==> src/rtl/spi_seq_pkg.sv <==
// Shared constants and types for the frame-counted SPI sequencer.
// Assumes a 32-bit control word whose field positions are fixed.
package spi_seq_pkg;
    localparam int          CTRL_W      = 32;
    localparam logic [31:0] CTRL_RST    = 32'h8000_0102;
    localparam int          EN_BIT      = 0;
    localparam int          PERSIST_BIT = 26;
    localparam int          SRST_BIT    = 31;
    localparam int          CNT_LSB     = 8;
    localparam int          CNT_MSB     = 23;
    localparam int          CNT_W       = CNT_MSB - CNT_LSB + 1;
    localparam int          FSZ_W       = 6;
    localparam logic [5:0]  FSZ_RST     = 6'd4;
    localparam logic [5:0]  FSZ_MAX     = 6'd32;

    typedef enum logic [1:0] {
        ST_IDLE   = 2'd0,
        ST_LAUNCH = 2'd1,
        ST_BUSY   = 2'd2
    } seq_state_t;
endpackage

==> src/rtl/spi_seq_regs.sv <==
// Holds the control word and the frame size.
// Assumes writes arrive as single-cycle strobes. A control write with
// the soft-reset bit set restores the defaults and wins over every other write.
module spi_seq_regs
    import spi_seq_pkg::*;
(
    input  logic              clk,
    input  logic              rst_n,
    input  logic              ctrl_wr,
    input  logic [CTRL_W-1:0] ctrl_wdata,
    input  logic              fsz_wr,
    input  logic [FSZ_W-1:0]  fsz_wdata,
    output logic [CTRL_W-1:0] ctrl_q,
    output logic [FSZ_W-1:0]  frame_size,
    output logic              soft_rst
);
    logic fsz_ok;

    // Detect a control write that requests a full reset.
    assign soft_rst = ctrl_wr && ctrl_wdata[SRST_BIT];
    // A size write counts only when unlocked and in range.
    assign fsz_ok   = fsz_wr && !ctrl_q[EN_BIT] && (fsz_wdata <= FSZ_MAX);

    // Register update with the reset sources taking priority.
    always_ff @(posedge clk) begin
        if (!rst_n || soft_rst) begin
            ctrl_q     <= CTRL_RST;
            frame_size <= FSZ_RST;
        end else begin
            if (ctrl_wr) ctrl_q     <= ctrl_wdata;
            if (fsz_ok)  frame_size <= fsz_wdata;
        end
    end

    AST_FSZ_IN_RANGE: assert property (@(posedge clk) disable iff (!rst_n)
        frame_size <= FSZ_MAX);
    AST_FSZ_LOCKED: assert property (@(posedge clk) disable iff (!rst_n)
        (fsz_wr && ctrl_q[EN_BIT] && !ctrl_wr) |=> $stable(frame_size));
endmodule

==> src/rtl/spi_seq_count.sv <==
// Remaining-frame counter for one burst.
// Assumes a load never coincides with a wanted decrement; the load wins.
// A decrement from one reloads the programmed length.
module spi_seq_count #(
    parameter int CW = 16
) (
    input  logic          clk,
    input  logic          rst_n,
    input  logic          load,
    input  logic [CW-1:0] load_val,
    input  logic          dec,
    input  logic [CW-1:0] reload_val,
    output logic          nonzero,
    output logic          last
);
    logic [CW-1:0] remaining;

    assign nonzero = (remaining != '0);
    assign last    = (remaining == CW'(1));

    // Count down per frame and reload at the end of a burst.
    always_ff @(posedge clk) begin
        if (!rst_n)     remaining <= CW'(1);
        else if (load)  remaining <= load_val;
        else if (dec)   remaining <= last ? reload_val : remaining - CW'(1);
    end

    AST_COUNT_LOAD: assert property (@(posedge clk) disable iff (!rst_n)
        load |=> (remaining == $past(load_val)));
    AST_COUNT_RELOAD: assert property (@(posedge clk) disable iff (!rst_n)
        (dec && last && !load) |=> (remaining == $past(reload_val)));
endmodule

==> src/rtl/spi_seq_engine.sv <==
// Frame state machine: pops a word, starts the shifter, waits for done,
// pushes the reply, and drives the chip select and burst flags.
// Assumes sh_done pulses for one cycle, only after sh_start.
module spi_seq_engine
    import spi_seq_pkg::*;
#(
    parameter int DW = 32
) (
    input  logic          clk,
    input  logic          rst_n,
    input  logic          abort,
    input  logic          en,
    input  logic          persist,
    input  logic          cnt_nz,
    input  logic          cnt_last,
    input  logic [1:0]    raw_clr,
    input  logic          tx_empty,
    input  logic [DW-1:0] tx_data,
    output logic          tx_pop,
    output logic          sh_start,
    output logic [DW-1:0] sh_txd,
    input  logic          sh_done,
    input  logic [DW-1:0] sh_rxd,
    output logic          rx_push,
    output logic [DW-1:0] rx_data,
    output logic          cnt_dec,
    output logic          cs_n,
    output logic          sts_txdone,
    output logic          sts_rxrdy,
    output logic          raw_txdone,
    output logic          raw_rxrdy
);
    seq_state_t    state;
    logic [DW-1:0] txd_q;
    logic          go;
    logic          finish;

    // Decide when a frame may begin and when a frame or burst ends.
    assign go       = (state == ST_IDLE) && en && !tx_empty && cnt_nz && !abort;
    assign tx_pop   = go;
    assign sh_start = (state == ST_LAUNCH) && !abort;
    assign sh_txd   = txd_q;
    assign rx_push  = (state == ST_BUSY) && sh_done && !abort;
    assign rx_data  = sh_rxd;
    assign cnt_dec  = rx_push;
    assign finish   = rx_push && cnt_last;

    // Step through pop, launch and wait-for-done.
    always_ff @(posedge clk) begin
        if (!rst_n || abort) state <= ST_IDLE;
        else begin
            unique case (state)
                ST_IDLE:   if (go) state <= ST_LAUNCH;
                ST_LAUNCH: state <= ST_BUSY;
                ST_BUSY:   if (sh_done) state <= ST_IDLE;
                default:   state <= ST_IDLE;
            endcase
        end
    end

    // Capture the popped word for the shifter.
    always_ff @(posedge clk) begin
        if (!rst_n)  txd_q <= '0;
        else if (go) txd_q <= tx_data;
    end

    // Pull select low per frame and release it per frame or per burst.
    always_ff @(posedge clk) begin
        if (!rst_n || abort)                     cs_n <= 1'b1;
        else if (go)                             cs_n <= 1'b0;
        else if (rx_push && (!persist || cnt_last)) cs_n <= 1'b1;
    end

    // Status flags: cleared at frame start, set at burst end.
    always_ff @(posedge clk) begin
        if (!rst_n || abort) begin
            sts_txdone <= 1'b0;
            sts_rxrdy  <= 1'b0;
        end else if (go) begin
            sts_txdone <= 1'b0;
            sts_rxrdy  <= 1'b0;
        end else if (finish) begin
            sts_txdone <= 1'b1;
            sts_rxrdy  <= 1'b1;
        end
    end

    // Raw events: set at burst end, cleared only by request.
    always_ff @(posedge clk) begin
        if (!rst_n || abort) begin
            raw_txdone <= 1'b0;
            raw_rxrdy  <= 1'b0;
        end else begin
            if (finish)          raw_txdone <= 1'b1;
            else if (raw_clr[0]) raw_txdone <= 1'b0;
            if (finish)          raw_rxrdy  <= 1'b1;
            else if (raw_clr[1]) raw_rxrdy  <= 1'b0;
        end
    end

    AST_POP_GUARDED: assert property (@(posedge clk) disable iff (!rst_n)
        tx_pop |-> (en && !tx_empty && cnt_nz));
    AST_NO_COUNT_ZERO_POP: assert property (@(posedge clk) disable iff (!rst_n)
        !cnt_nz |-> !tx_pop);
    AST_START_UNDER_CS: assert property (@(posedge clk) disable iff (!rst_n)
        sh_start |-> !cs_n);
    AST_ONE_IN_FLIGHT: assert property (@(posedge clk) disable iff (!rst_n)
        (state != ST_IDLE) |-> !tx_pop);
    AST_CS_PULSE: assert property (@(posedge clk) disable iff (!rst_n)
        (rx_push && !persist) |=> cs_n);
    AST_BURST_FLAGS: assert property (@(posedge clk) disable iff (!rst_n)
        (finish && !abort) |=> (sts_txdone && sts_rxrdy && raw_txdone && raw_rxrdy && cs_n));
endmodule

==> src/rtl/spi_frame_seq.sv <==
// Top of the frame-counted SPI sequencer: control registers, the frame
// counter and the frame engine. Assumes the FIFOs and the bit shifter
// are outside and follow the strobe and handshake described on the ports.
module spi_frame_seq
    import spi_seq_pkg::*;
#(
    parameter int DW = 32
) (
    input  logic              clk,
    input  logic              rst_n,
    input  logic              ctrl_wr,
    input  logic [CTRL_W-1:0] ctrl_wdata,
    input  logic              fsz_wr,
    input  logic [FSZ_W-1:0]  fsz_wdata,
    input  logic [1:0]        raw_clr,
    input  logic              tx_empty,
    input  logic [DW-1:0]     tx_data,
    output logic              tx_pop,
    output logic              sh_start,
    output logic [DW-1:0]     sh_txd,
    input  logic              sh_done,
    input  logic [DW-1:0]     sh_rxd,
    output logic              rx_push,
    output logic [DW-1:0]     rx_data,
    output logic              cs_n,
    output logic              sts_txdone,
    output logic              sts_rxrdy,
    output logic              raw_txdone,
    output logic              raw_rxrdy,
    output logic [CTRL_W-1:0] ctrl_q,
    output logic [FSZ_W-1:0]  frame_size
);
    logic             soft_rst;
    logic             cnt_nz;
    logic             cnt_last;
    logic             cnt_dec;
    logic [CNT_W-1:0] cnt_load_val;

    // Soft reset loads a count of one; a normal write loads its field.
    assign cnt_load_val = soft_rst ? CNT_W'(1) : ctrl_wdata[CNT_MSB:CNT_LSB];

    spi_seq_regs u_regs (
        .clk        (clk),
        .rst_n      (rst_n),
        .ctrl_wr    (ctrl_wr),
        .ctrl_wdata (ctrl_wdata),
        .fsz_wr     (fsz_wr),
        .fsz_wdata  (fsz_wdata),
        .ctrl_q     (ctrl_q),
        .frame_size (frame_size),
        .soft_rst   (soft_rst)
    );

    spi_seq_count #(.CW(CNT_W)) u_count (
        .clk        (clk),
        .rst_n      (rst_n),
        .load       (ctrl_wr),
        .load_val   (cnt_load_val),
        .dec        (cnt_dec),
        .reload_val (ctrl_q[CNT_MSB:CNT_LSB]),
        .nonzero    (cnt_nz),
        .last       (cnt_last)
    );

    spi_seq_engine #(.DW(DW)) u_engine (
        .clk        (clk),
        .rst_n      (rst_n),
        .abort      (soft_rst),
        .en         (ctrl_q[EN_BIT]),
        .persist    (ctrl_q[PERSIST_BIT]),
        .cnt_nz     (cnt_nz),
        .cnt_last   (cnt_last),
        .raw_clr    (raw_clr),
        .tx_empty   (tx_empty),
        .tx_data    (tx_data),
        .tx_pop     (tx_pop),
        .sh_start   (sh_start),
        .sh_txd     (sh_txd),
        .sh_done    (sh_done),
        .sh_rxd     (sh_rxd),
        .rx_push    (rx_push),
        .rx_data    (rx_data),
        .cnt_dec    (cnt_dec),
        .cs_n       (cs_n),
        .sts_txdone (sts_txdone),
        .sts_rxrdy  (sts_rxrdy),
        .raw_txdone (raw_txdone),
        .raw_rxrdy  (raw_rxrdy)
    );

    AST_SOFT_RESET: assert property (@(posedge clk) disable iff (!rst_n)
        soft_rst |=> (ctrl_q == CTRL_RST && frame_size == FSZ_RST && cs_n));
endmodule

==> config.mk <==
export PLATFORM = sky130hd
export DESIGN_NAME = spi_frame_seq
export DESIGN_NICKNAME = d
export VERILOG_FILES = /design/src/rtl/spi_seq_pkg.sv /design/src/rtl/spi_seq_regs.sv /design/src/rtl/spi_seq_count.sv /design/src/rtl/spi_seq_engine.sv /design/src/rtl/spi_frame_seq.sv
export SDC_FILE = /design/constraint.sdc
export NUM_CORES = 1
export LEC_CHECK = 0
export ABC_AREA = 1
export ABC_CLOCK_PERIOD_IN_PS = 1900
export BUFFER_PORTS_ARGS = -buffer_cell sky130_fd_sc_hd__buf_4
export CORE_ASPECT_RATIO = 0.9
export CORE_MARGIN = 2
export CORE_UTILIZATION = 43
export DETAILED_ROUTE_END_ITERATION = 8
export PLACE_DENSITY = 0.89
export SLEW_MARGIN = 20
export SYNTH_ARGS = -nofsm -noshare
export SYNTH_HDL_FRONTEND = slang
export SYNTH_HIERARCHICAL = 1
export SYNTH_SLANG_ARGS = --single-unit
export TNS_END_PERCENT = 5
==> constraint.sdc <==
create_clock -name clk -period 1.9 [get_ports clk]
set_clock_uncertainty 0.1 [all_clocks]
set_input_delay 0.285 -clock clk [delete_from_list [all_inputs] [get_ports clk]]
set_output_delay 0.285 -clock clk [all_outputs]
set_load 0.02 [all_outputs]
# Word level (Yosys, flattened, before mapping)
# Cells that the tools add are included.
classes:
  n_addsub: 1
  magnitude_cmp: 1
  n_eq_ne: 5
  muxes: 13
  n_reduce_logical: 27
op_table:
  columns: ["op", "n"]
  rows:
  - ["two-way mux 16 bit", 4]
  - ["equality test 16 x 1 -> 1 bit (second input constant)", 1]
  - ["nonzero test 16 bit", 1]
  - ["subtractor 16 x 1 -> 16 bit (second input constant)", 1]
  - ["logical AND 1 bit", 12]
  - ["nonzero test 2 bit", 4]
  - ["<= comparator 6 bit (second input constant)", 1]
  - ["two-way mux 1 bit", 6]
  - ["one-hot mux 2 bit (3 select lines)", 1]
  - ["zero test 1 bit", 5]
  - ["two-way mux 2 bit", 2]
  - ["!= test 2 bit (second input constant)", 2]
  - ["equality test 2 x 1 -> 1 bit (second input constant)", 1]
  - ["equality test 2 bit (second input constant)", 1]
  - ["zero test 2 bit", 1]
  - ["logical OR 1 bit", 2]
  - ["AND reduction 2 bit", 1]
  - ["OR reduction 2 bit", 1]
word_totals:
  ff_bits: 92
  in_bits: 110
  output_inout_bits: 110
  wordCells: 56

# Logic depth before layout (Yosys ltp)
logic_depth:
  ltp_word: 7
  depth_mapped: 12
  mapped_depth_nobuf: 12

# Modules after synthesis
# The synthesis kept the hierarchy.
modules_own_cells:
  columns: ["module", "n_inst", "cells_each", "area_per_inst_um2"]
  rows:
  - ["spi_seq_engine", 1, 280, 1846.8]
  - ["spi_seq_regs", 1, 185, 1576.5]
  - ["spi_seq_count", 1, 228, 1418.9]
  - ["spi_frame_seq", 1, 35, 157.7]

# Worst setup path after synthesis
# No wires, ideal clock.
synth_path:
  kind: "input -> register"
  start: "input ctrl_wr"
  end: "register u_count.remaining[14]"
  setup_ns: 0.070
  t_arrival_ns: 1.717
  t_required_ns: 1.730
  setup_slack_ns: 0.012
  path_stages: 11
  n_path_buf: 2
  path_cell_list: "buf_6 nand2_4 inv_1 nor4_1 inv_1 nor2_1 buf_4 nand2_1 inv_1 nand2_1 a21oi_1"
synth_via:
  elab_chain_len: 4
synth_lines:
  columns: ["element", "line_no", "text"]
  rows:
  - ["from (decl)", "spi_frame_seq.sv:11", "input logic ctrl_wr,"]
  - ["logical AND 1 bit", "spi_seq_regs.sv:20", "assign soft_rst = ctrl_wr && ctrl_wdata[SRST_BIT];"]
  - ["net soft_rst", "spi_frame_seq.sv:33", "logic soft_rst;"]
  - ["zero test 1 bit", "spi_seq_engine.sv:43", "assign rx_push = (state == ST_BUSY) && sh_done && !abort;"]
  - ["logical AND 1 bit", "spi_seq_engine.sv:43", null]
  - ["net cnt_dec", "spi_frame_seq.sv:36", "logic cnt_dec;"]
  - ["nonzero test 2 bit (no source line)", null, null]
  - ["to (signal assigned)", "spi_seq_count.sv:24", "else if (load) remaining <= load_val;"]
  - ["to (signal assigned)", "spi_seq_count.sv:25", "else if (dec) remaining <= last ? reload_val : remaining - CW'(1);"]
  - ["to (decl)", "spi_seq_count.sv:16", "logic [CW-1:0] remaining;"]
# The timed path passes the listed nets, and every way through them passes these cells.
# A chain may end at the register's enable or synchronous reset.

# Worst setup path in the final report
layout_path:
  start: "register u_count.remaining[7]"
  end: "output tx_pop"
layout_via:
  elab_chain_len: 3
layout_lines:
  columns: ["element", "line_no", "text"]
  rows:
  - ["nonzero test 16 bit", "spi_seq_count.sv:18", "assign nonzero = (remaining != '0);"]
  - ["net cnt_nz", "spi_frame_seq.sv:34", "logic cnt_nz;"]
  - ["logical AND 1 bit (2 in series)", "spi_seq_engine.sv:39", "assign go = (state == ST_IDLE) && en && !tx_empty && cnt_nz && !abort;"]
  - ["to (decl)", "spi_frame_seq.sv:18", "output logic tx_pop,"]
# The timed path passes the listed nets, and every way through them passes these cells.

==> flow_metrics.tcl <==
set metrics [dict create \
    viasPerCell 4.740 \
    r2r_slack_ps 150 \
    dieArea_um2 12510 \
    wl_per_cell_um 12.86 \
    drtIter0Drc 295 \
    area_growth_pct 30.66 \
    dr.pass1.iters 4 \
    multi_input_area_um2 2347 \
    worst_pin_slew_ps 773.6 \
    critPathRequiredTime_ps 1510 \
    grt_pass1_vias 4473 \
    hold_viol 0 \
    powerDensity_nw_per_um2 722.0 \
    die_x_um 117.7 \
    clock_path_buffers 2 \
    r2r-start "u_count/remaining[4]$_SDFFE_PN0P_" \
    h-tree-depth 3 \
    path_class "register to output port" \
    syn-num-nets 841 \
    drive_above_1_share_pct 33.64 \
    portBuffers 155 \
    insertedDiodeCount 0 \
    synth.area.top_cells "dfxtp_1, nand2_1, nor2_1" \
    ys_types 32 \
    grt_max_degree 43 \
    slew_violations 0 \
    hpwl_mm 9.380 \
    synth_largest_area_cell "dfxtp_1" \
    leakagePower_nw 3.329 \
    rsz0062_at_grt "true" \
    syn_area_per_cell_um2 6.868 \
    place_inst 1001 \
    hp-start "tx_data[14]" \
    cts_buffers 9 \
    whs_ps 67.11 \
    track_usage_pct 20.56 \
    cts-hold-fix-buffers 0 \
    cp-start-kind "register" \
    setup_violations 0 \
    regArea_um2 1862 \
    vias 4854 \
    clkTransAtPathRegs_ps 70 \
    fin_ws_ps 23.46 \
    routed_wl_mm 13.17 \
    place_area_um2 6112 \
    outcome "finished clean" \
    grt_pass1_wl_mm 20.97 \
    tns_ps 0 \
    die_h_um 106.3 \
    cp.arrival_ps 1490 \
    endpoint_kind "output port" \
    route.antenna.remaining_nets 0 \
    yosys.area.top_type_share_pct 36.84 \
    yosys_warnings 6 \
    overflow 0 \
    rows 37 \
    maxSlewHeadroom_pct 48.24 \
    setup.worst_path.start "u_count/remaining[7]$_SDFFE_PN0P_" \
    period_needed_ps 1877 \
    max_freq_mhz 532.9 \
    synth-seq-cells 92 \
    initial_core_util_pct 43.90 \
    drc 0 \
    cts_tree "built" \
    clock_sinks 92 \
    fin_nets 976 \
    netlist_area_um2 5000 \
    post-place-ws_ps 61.32 \
    coreArea_um2 11390 \
    critPathMaxFanout 2 \
    cts-root-buf "clkbuf_16" \
    irDropWorstVdd_mv 0.5396 \
    clkLatencyLatePin_ps 340 \
    antenna_found_initial 0 \
    fin_area_um2 6533 \
    fin_cells 1024 \
    synthCells 728 \
    fill_cells 1074 \
    cap_violations 0 \
    ios 220 \
    gp_congestion 0.8851 \
    synth_seq_area_share_pct 36.84 \
    min_path_type "input pin to register" \
    finalCritPeriodShare_pct 98.77 \
]
==> area by class of cell <==
cell class | count | share of cell area, %
clock buffers | 11 | 3.716
clock inverters | 5 | 0.5746
inverters | 106 | 6.110
multi-input cells | 467 | 35.93
flip-flops and latches | 92 | 28.50
well taps | 156 | 2.988
repair buffers | 187 | 22.18
==> logic make-up after synthesis <==
| kind of cell | count (synthesis) | synth area share [%] |
|---|---|---|
| buf+inv | 169 | 17.42 |
| flops | 92 | 36.84 |
| simple gates | 390 | 34.43 |
| xor+xnor | 1 | 0.1752 |
| compound gates | 73 | 10.39 |
| fa+ha+maj | 3 | 0.7508 |
==> critical path: stages (launching register included) <==
cell and delay (ps):
dfxtp_2 340, nor2_4 130, nand2_2 80, nor3_2 130, nand3_2 120, nand2_2 80
inv_2 40, nand3_2 70, inv_2 40, buf_6 120
==> synthesized netlist by cell type <==
master / instances
nor4_1: 1
buf_8: 1
nand2_4: 5
nor2_8: 2
inv_1: 100
nor2_2: 6
nor2_4: 4
nand2_1: 202
buf_4: 41
or2_2: 1
a21oi_2: 30
nand3_2: 10
buf_2: 5
o21ai_0: 4
nand3b_1: 1
clkbuf_1: 7
nor3_1: 4
buf_6: 8
inv_2: 5
a22oi_1: 15
clkbuf_4: 1
o21ai_1: 1
dfxtp_1: 92
nand4_1: 3
nand3_1: 39
ha_1: 3
xnor2_1: 1
a21oi_1: 22
a221oi_1: 1
nor2_1: 108
nand2_2: 4
clkinv_2: 1
==> timing repair <==
action	4_1_cts	5_1_grt
pin swaps	11	3
buffers inserted	6	1
resized for setup	31	3
endpoints found under the setup margin	1	16
==> power by group <==
group / leakage [nW] / internal, mW / total, mW / switching, mW
clock: 0.132 / 0.925 / 1.67 / 0.749
combinational: 2.44 / 0.423 / 0.968 / 0.545
sequential: 0.755 / 2.01 / 2.07 / 0.0664
==> stage by stage <==
step,power [mW],utilization [%]
final,4.716,57.36
after global routing,4.945,57.36
after CTS,4.741,57.17
after detailed placement,3.026,53.67
after global placement,3.014,53.67
after floorplan,2.764,-
==> routing by layer <==
metal | vias to the layer above | GRT usage (%) | wire (um)
met3 | 25 | 6.116 | 902
li1 | 2468 | - | -
met2 | 164 | 35.13 | 6484
met5 | - | 0 | 0
met4 | 0 | 7.745 | 232
met1 | 2197 | 24.42 | 5546
==> worst paths after layout <==
path	depth (start not counted)	end
min	3	u_engine/sh_txd[14]$_SDFFE_PN0P_
min reg2reg	2	u_engine/raw_txdone$_SDFFE_PP0P_
max reg2reg	9	u_count/remaining[15]$_SDFFE_PN0P_
max	9	tx_pop
==> layout by cell type, fill, tap and decap left out, types with 11 or more instances in the layout <==
cell     netlist  routed
inv_1        100      96
nand2_1      202     200
nor2_1       108     104
dfxtp_1       92      82
nand3_1       39      38
a21oi_1       22      22
a21oi_2       30      30
nand3_2       10      11
a22oi_1       15      15
buf_4         41     182
==> flip-flops by register name (all words and copies together) (netlist names) <==
name / cells
u_regs/ctrl_q: 32
u_engine/raw_rxrdy: 1
u_engine/raw_txdone: 1
u_engine/state: 2
u_count/remaining: 16
u_regs/frame_size: 6
u_engine/cs_n: 1
u_engine/sts_rxrdy: 1
u_engine/sh_txd: 32
Note: power is estimated with default switching activity, not from simulation.
